==> src/rtl/burst_seq.sv <==
module burst_seq #(
  parameter int OFS_W = 2
) (
  input  logic             clk,
  input  logic             rst,
  input  logic             strobe_proc,
  input  logic             strobe_ctrl,
  input  logic             adv,
  input  logic             lin_mode,
  input  logic [OFS_W-1:0] start_addr,
  output logic [OFS_W-1:0] offset,
  output logic             last_beat
);
  localparam logic [OFS_W-1:0] LAST_K = {OFS_W{1'b1}};

  logic [OFS_W-1:0] start_q;
  logic [OFS_W-1:0] beat_q;
  logic             load;

  assign load = strobe_proc | strobe_ctrl;

  always_ff @(posedge clk) begin
    if (rst) begin
      start_q <= '0;
      beat_q  <= '0;
    end else if (load) begin
      start_q <= start_addr;
      beat_q  <= '0;
    end else if (adv) begin
      beat_q  <= beat_q + 1'b1;
    end
  end

  assign offset    = lin_mode ? (start_q + beat_q) : (start_q ^ beat_q);
  assign last_beat = (beat_q == LAST_K);
endmodule


==> config.mk <==
export PLATFORM = sky130hd
export DESIGN_NAME = burst_seq
export DESIGN_NICKNAME = d
export VERILOG_FILES = /design/src/rtl/burst_seq.sv
export SDC_FILE = /design/constraint.sdc
export NUM_CORES = 1
export LEC_CHECK = 0
export ABC_CLOCK_PERIOD_IN_PS = 850
export BUFFER_PORTS_ARGS = -buffer_cell sky130_fd_sc_hd__buf_2
export CAP_MARGIN = 20
export CELL_PAD_IN_SITES_DETAIL_PLACEMENT = 2
export CELL_PAD_IN_SITES_GLOBAL_PLACEMENT = 2
export CORE_AREA = 2 2 39 41
export CTS_CLUSTER_SIZE = 12
export DETAILED_ROUTE_END_ITERATION = 6
export DIE_AREA = 0 0 41 43
export GPL_ROUTABILITY_DRIVEN = 0
export MAX_ROUTING_LAYER = met4
export PLACE_DENSITY = 0.55
export SETUP_SLACK_MARGIN = 0.4
export SYNTH_ARGS = -nofsm -noshare
export SYNTH_HDL_FRONTEND = slang
export SYNTH_SLANG_ARGS = --single-unit
export TNS_END_PERCENT = 100
==> constraint.sdc <==
create_clock -name clk -period 0.85 [get_ports clk]
set_input_delay 0.085 -clock clk [delete_from_list [all_inputs] [get_ports clk]]
set_output_delay 0.085 -clock clk [all_outputs]
set_load 0.05 [all_outputs]
# --- Word level (Yosys, flattened, before mapping) ---
# Cells that the tools add are included.
totals:
  n_memories: 0
  elab_cells: 9
  out_inout_bits: 3
  romBits: 0
  latch_bits: 0
  input_bits: 8
  ram_bits: 0
  reg_bits: 4
classes:
  shift: 0
  magnitude_cmp: 0
  n_bitwise: 2
  div_mod_pow: 0
  n_addsub: 2
  eq_ne: 1
  multipliers: 0
  mux: 1
  n_reduce_logical: 1
ops:
  columns: ["operator", "n"]
  rows:
  - ["adder 2 x 1 -> 2 bit, second input constant", 1]
  - ["adder 2 bit", 1]
  - ["== test 2 bit, second input constant", 1]
  - ["2-to-1 mux 2 bit", 1]
  - ["OR reduction 2 bit", 1]
  - ["XOR 2 bit", 1]
  - ["OR 1 bit", 1]

# --- Depth between registers and ports, before layout ---
# Gate-level depths: netlist of run 1.
depth:
  ltp_word: 2
  mapped_depth: 3
  depth_no_buf: 3

# --- Worst setup path before layout of run 1 ---
# No wires, ideal clock.
synth_path:
  path_kind: "register to output"
  startpoint: "register beat_q[0]"
  endpoint: "output port offset[1]"
  arrival_time_ns: 1.364
  required_ns: 0.765
  setup_slack_ns: -0.599
  path_stages_with_launch: 4
  path_buffers: 0
  cell_sequence: "dfxtp_1 > ha_1 > nand2_1 > xnor2_1"
synth_via:
  elab_chain_cells: 2
synth_lines:
  columns: ["item", "line_no", "text"]
  rows:
  - ["start: declaration", "17", "logic [OFS_W-1:0] beat_q;"]
  - ["start signal: assignment", "30", "beat_q <= beat_q + 1'b1;"]
  - ["adder 2 bit", "34", "assign offset = lin_mode ? (start_q + beat_q) : (start_q ^ beat_q);"]
  - ["2-to-1 mux 2 bit", "34", null]
  - ["end: declaration", "11", "output logic [OFS_W-1:0] offset,"]
# No other way between the ends.

# --- Worst setup path after layout of run 1 ---
layout_path:
  startpoint: "register beat_q[1]"
  endpoint: "output port offset[1]"
layout_via:
  elab_chain_cells: 2
  elab_cells_between_ends: 3
  cone_classes: "add/sub: 1; mux: 1; bitwise: 1"
layout_lines:
  columns: ["item", "line_no"]
  rows:
  - ["adder 2 bit / XOR 2 bit (equally long branches)", "34"]
  - ["2-to-1 mux 2 bit (*)", "34"]
# Every way passes the cells marked *; elsewhere a longest branch is shown, timed or not.

==> impl_metrics.ini, run 1 <==
[placed_design]
port_buffers = 10
dp_hpwl_um = 467.1
post_dp_cell_area_um2 = 324.1

[clock_network]
clockRootBuffer = clkbuf_4
holdBufCountCts = 0
clk_path_buf_depth = 2
clk_pin_slew_ps = 40
clk_latency_ps = 240
cts_tree = yes
htreeDepth = 1
cts.sinks = 4
numCtsBuffers = 3

[detailed_routing]
drc = 0
first_pass_iters = 1
wire_per_inst_um = 11.88
first_iter_violations = 0
drtAntennaViolNets = 0
routed_wl_um = 594
vias_per_cell = 4.140
num_vias = 207

[timing]
finClkSkew_ps = 0.01391
rsz0062_at_grt = true
post-route-period-util_pct = 141.2
fin_hold_ws_ps = 68.05
finalHoldViolCount = 0
worst_slew_pin_slew_ps = 232.5
setup_viol = 7
drv_slew = 0
timing.fmax_ghz = 0.8331
period_needed_ps = 1200
maxSlewHeadroom_pct = 84.36
timing.final.ws_setup_ps = -350.4

[critical_path]
timing.rr.start = beat_q[0]
required_ps = 760
startpoint = beat_q[1]
path_class = flop to output port
worstPathArrival_ps = 1120
start_kind = flop
path_max_fanout = 3
cp-end-kind = output port
rrSetupSlack_ps = -240

[outcome]
violations = negative setup slack
outcome = complete, but fails checks

[cells_and_area]
layout_commonest_cell = buf_2
area_growth_pct = 117.3
finalInstanceArea_um2 = 424.2
layout_common_cells = buf_2 (7), buf_6 (4), clkbuf_4 (3)
final_net_count = 46
n_antenna_cell = 0
drive_gt1_share_pct = 82.35

[logic_synthesis]
ys_warn_count = 0
ys_seq_elements = 4
syn_nets = 29
syn_avg_cell_area_um2 = 10.27
syn_area_um2 = 195.2
syn_inst = 19
ys_seq_area_share_pct = 41.03
ys_types = 10

[die]
die-area_mm2 = 0.001763
ioPinCount = 11
core_mm2 = 0.001384
start_util_pct = 14.10
rows = 14
die_w_um = 41
dieHeight_um = 43

[min_path]
hp-start = rst
holdCritPathClass = input port to flop

[power]
power_uw = 579.1
ir_worst_vdd_v = 0.0004322
power_density_mw_per_mm2 = 1365
leakage_nw = 0.1756

[global_routing]
antenna_found_initial = 0
grt_max_degree = 7
grt-ovfl-total = 0
grt_pass1_wl_um = 1041
grt_pass1_vias = 239
grt_usage_pct = 9.558

[flow_run]
drv_cap = 0
cell usage after synthesis:
master / n / area [µm²]
a21oi_1: 2 / 10.01
ha_1: 2 / 25.02
xor2_1: 1 / 8.760
mux2i_1: 1 / 10.01
dfxtp_1: 4 / 80.08
nand2_1: 1 / 3.750
nor4_1: 2 / 12.51
xnor2_1: 2 / 17.52
or3b_1: 2 / 17.52
o21ai_0: 2 / 10.01
final timing paths:
path	depth (start not counted)	to
setup / recovery	3	offset[1]
hold / removal	2	start_q[0]
setup reg to reg	4	beat_q[1]
hold reg to reg	2	start_q[0]
flip-flops by register name, indices dropped and copies added (netlist names):
signal   cells
beat_q       2
start_q      2
where the power goes:
group / total [mW] / switching, mW / internal, mW
registers: 0.203 / 0.00993 / 0.193
clock network: 0.245 / 0.0861 / 0.159
logic: 0.131 / 0.0660 / 0.0653
cell type report:
class / count / area [µm²]
Sequential cell: 4 / 90.09
Multi-Input combinational cell: 15 / 196.4
Tap cell: 16 / 20.02
Timing Repair Buffer: 12 / 95.09
Fill cell: 162 / 959.7
Clock buffer: 3 / 22.52
critical path, stage by stage, from the launching register on:
cell and delay, ps:
dfxtp_4 370, xor2_4 200, xnor2_4 130, buf_6 170
kinds of logic after synthesis:
| logic type | after synthesis | share of synthesized area [%] |
|---|---|---|
| flops | 4 | 41.03 |
| xor+xnor | 3 | 13.46 |
| mux | 1 | 5.128 |
| simple gates | 5 | 17.31 |
| compound gates | 4 | 10.26 |
| fa+ha+maj | 2 | 12.82 |
metrics by stage:
stage               cells  setup TNS (ps)  util (%)  setup slack [ps]
finish                 50           -1171     30.65            -350.4
global placement       46          -397.0     23.42            -219.6
detailed placement     46          -510.2     23.42            -240.2
global route           50           -1464     30.65            -404.5
CTS                    50           -1381     29.48            -373.4
floorplan              19          -204.6         -            -128.6
timing repair:
item / 4_1_cts / 5_1_grt
setup endpoints to repair: 7 / 7
pin swaps: 2 / 1
setup buffers: 1 / 0
resized for setup: 13 / 4
metal layers:
metal / global-route usage (%) / wire, µm / share of wire, % / vias to the layer above
met1: 10.26 / 217 / 37 / 104
li1: - / - / - / 99
met4: 8.000 / 0 / 0 / 0
met5: - / 0 / 0 / -
met3: 3.141 / 21 / 3.5 / 0
met2: 13.44 / 355 / 60 / 4
No activity file was read; power rests on OpenSTA's default activity.
==> run 2: changes to the inputs <==
Settings changed: PLACE_DENSITY 0.55 to not set, PLACE_DENSITY_LB_ADDON set to 0.3.
==> run 2 against run 1 <==
  * The flow still finishes with violations (negative setup slack)
  * Highest routed layer unchanged
  * Via count up 4.8%
  * Utilization up 0.36 points
  * Flip-flop and latch count unchanged
  * Clock skew about the same
  * Clock-buffer cell count unchanged
==> impl_metrics.ini, run 2 (synthesis gave the netlist of run 1 again) <==
[critical_path]
cp-end-kind = output port
path_class = flop to output port
required_ps = 760
start_kind = flop
worstPathArrival_ps = 1090
path_max_fanout = 2

[cells_and_area]
layout_common_cells = buf_2 (7), dfxtp_4 (3), clkbuf_4 (3), buf_4 (3)
n_antenna_cell = 0
reg.largest.list = beat_q (2), start_q (2)
final_net_count = 47
multi_input_area_um2 = 195.2
layout_commonest_cell = buf_2
ff_latch_area_um2 = 92.59
drive_gt1_share_pct = 80.00
fin_util_pct = 31.01
area_growth_pct = 119.9
fill_cells = 158
stdcell_count = 51

[outcome]
outcome = complete, but fails checks
violations = negative setup slack

[clock_network]
cts_tree = yes
numCtsBuffers = 3
htreeDepth = 1
holdBufCountCts = 0
clockRootBuffer = clkbuf_4
clk_latency_ps = 230
clk_pin_slew_ps = 40
clk_path_buf_depth = 2
cts.sinks = 4

[global_routing]
grt-ovfl-total = 0
grt_pass1_wl_um = 952
grt_max_degree = 7
antenna_found_initial = 0
grt_usage_pct = 8.660
grt_pass1_vias = 240

[min_path]
holdCritPathClass = input port to flop

[detailed_routing]
first_pass_iters = 1
drtAntennaViolNets = 0
num_vias = 217
vias_per_cell = 4.255
first_iter_violations = 0
wire_per_inst_um = 11.29
drc = 0
routed_wl_um = 576

[power]
p_switching_uw = 149.6
pwr-share-clk_pct = 41.8
power_density_mw_per_mm2 = 1304
swShare_pct = 26.73
p_int_uw = 410.1
seqPwrFrac_pct = 35.7
leakage_nw = 0.1779
ir_worst_vdd_v = 0.0004073
pwr-share-comb_pct = 22.6

[timing]
finalHoldViolCount = 0
period_needed_ps = 1175
fin_hold_ws_ps = 73.49
finClkSkew_ps = 0.02762
maxSlewHeadroom_pct = 83.58
rsz0062_at_grt = true
timing.final.ws_setup_ps = -325.4
setup_viol = 7
fin_setup_tns_ps = -1256
timing.fmax_ghz = 0.8508
drv_slew = 0
post-route-period-util_pct = 138.3
worst_slew_pin_slew_ps = 243.7

[flow_run]
drv_cap = 0

[placed_design]
place_inst = 47
port_buffers = 10
dp_hpwl_um = 436.2
place_ws_ps = -213.2

[die]
rows = 14
dieHeight_um = 43
core_mm2 = 0.001384
die-area_mm2 = 0.001763
ioPinCount = 11
start_util_pct = 14.10
die_w_um = 41
-- run 2: path summary, 6_finish.rpt --
kind                      to        from  cells past startpoint  slack (ps)
hold reg to reg   start_q[0]  start_q[0]                      2         590
setup / recovery   offset[1]   beat_q[1]                      3        -330
hold / removal    start_q[0]         rst                      2          70
setup reg to reg   beat_q[1]   beat_q[1]                      4        -220
-- run 2: per-stage QoR --
step / instance area (µm²) / total power [mW]
2_1_floorplan: 246.5 / 0.2754
3_3_place_gp: 331.6 / 0.3041
3_5_place_dp: 331.6 / 0.3071
4_1_cts: 419.2 / 0.5717
5_1_grt: 429.2 / 0.6044
6_report: 429.2 / 0.5598
-- run 2: power by group through the flow --
stage	logic, mW	clock network, mW	registers [mW]
6_report	0.126	0.234	0.200
5_1_grt	0.135	0.268	0.201
4_1_cts	0.123	0.248	0.200
3_5_place_dp	0.0984	0	0.209
3_3_place_gp	0.0956	0	0.209
2_1_floorplan	0.0680	0	0.207
-- run 2: area by class of cell --
cell class,instances,area share [%]
clock buffers,3,5.248
multi-input cells,15,45.48
flip-flops and latches,4,21.57
well taps,16,4.665
repair buffers,13,23.03
-- run 2: timing repair --
action                                  CTS  global route
pin swaps                                 2             2
hold endpoints to repair                  0             0
setup buffers                             1             0
resized for setup                        14             3
endpoints found under the setup margin    7             7
-- run 2: worst max-delay path, stage by stage (launching register included) --
cell     delay (ps)
dfxtp_4         350
xor2_4          210
xnor2_4         130
buf_6           170
-- run 2: routing by layer --
metal	part of all wire, %	track usage (%)
met1	32	8.414
met2	63	13.44
met3	5.6	1.571
met4	0	8.000
met5	0	-
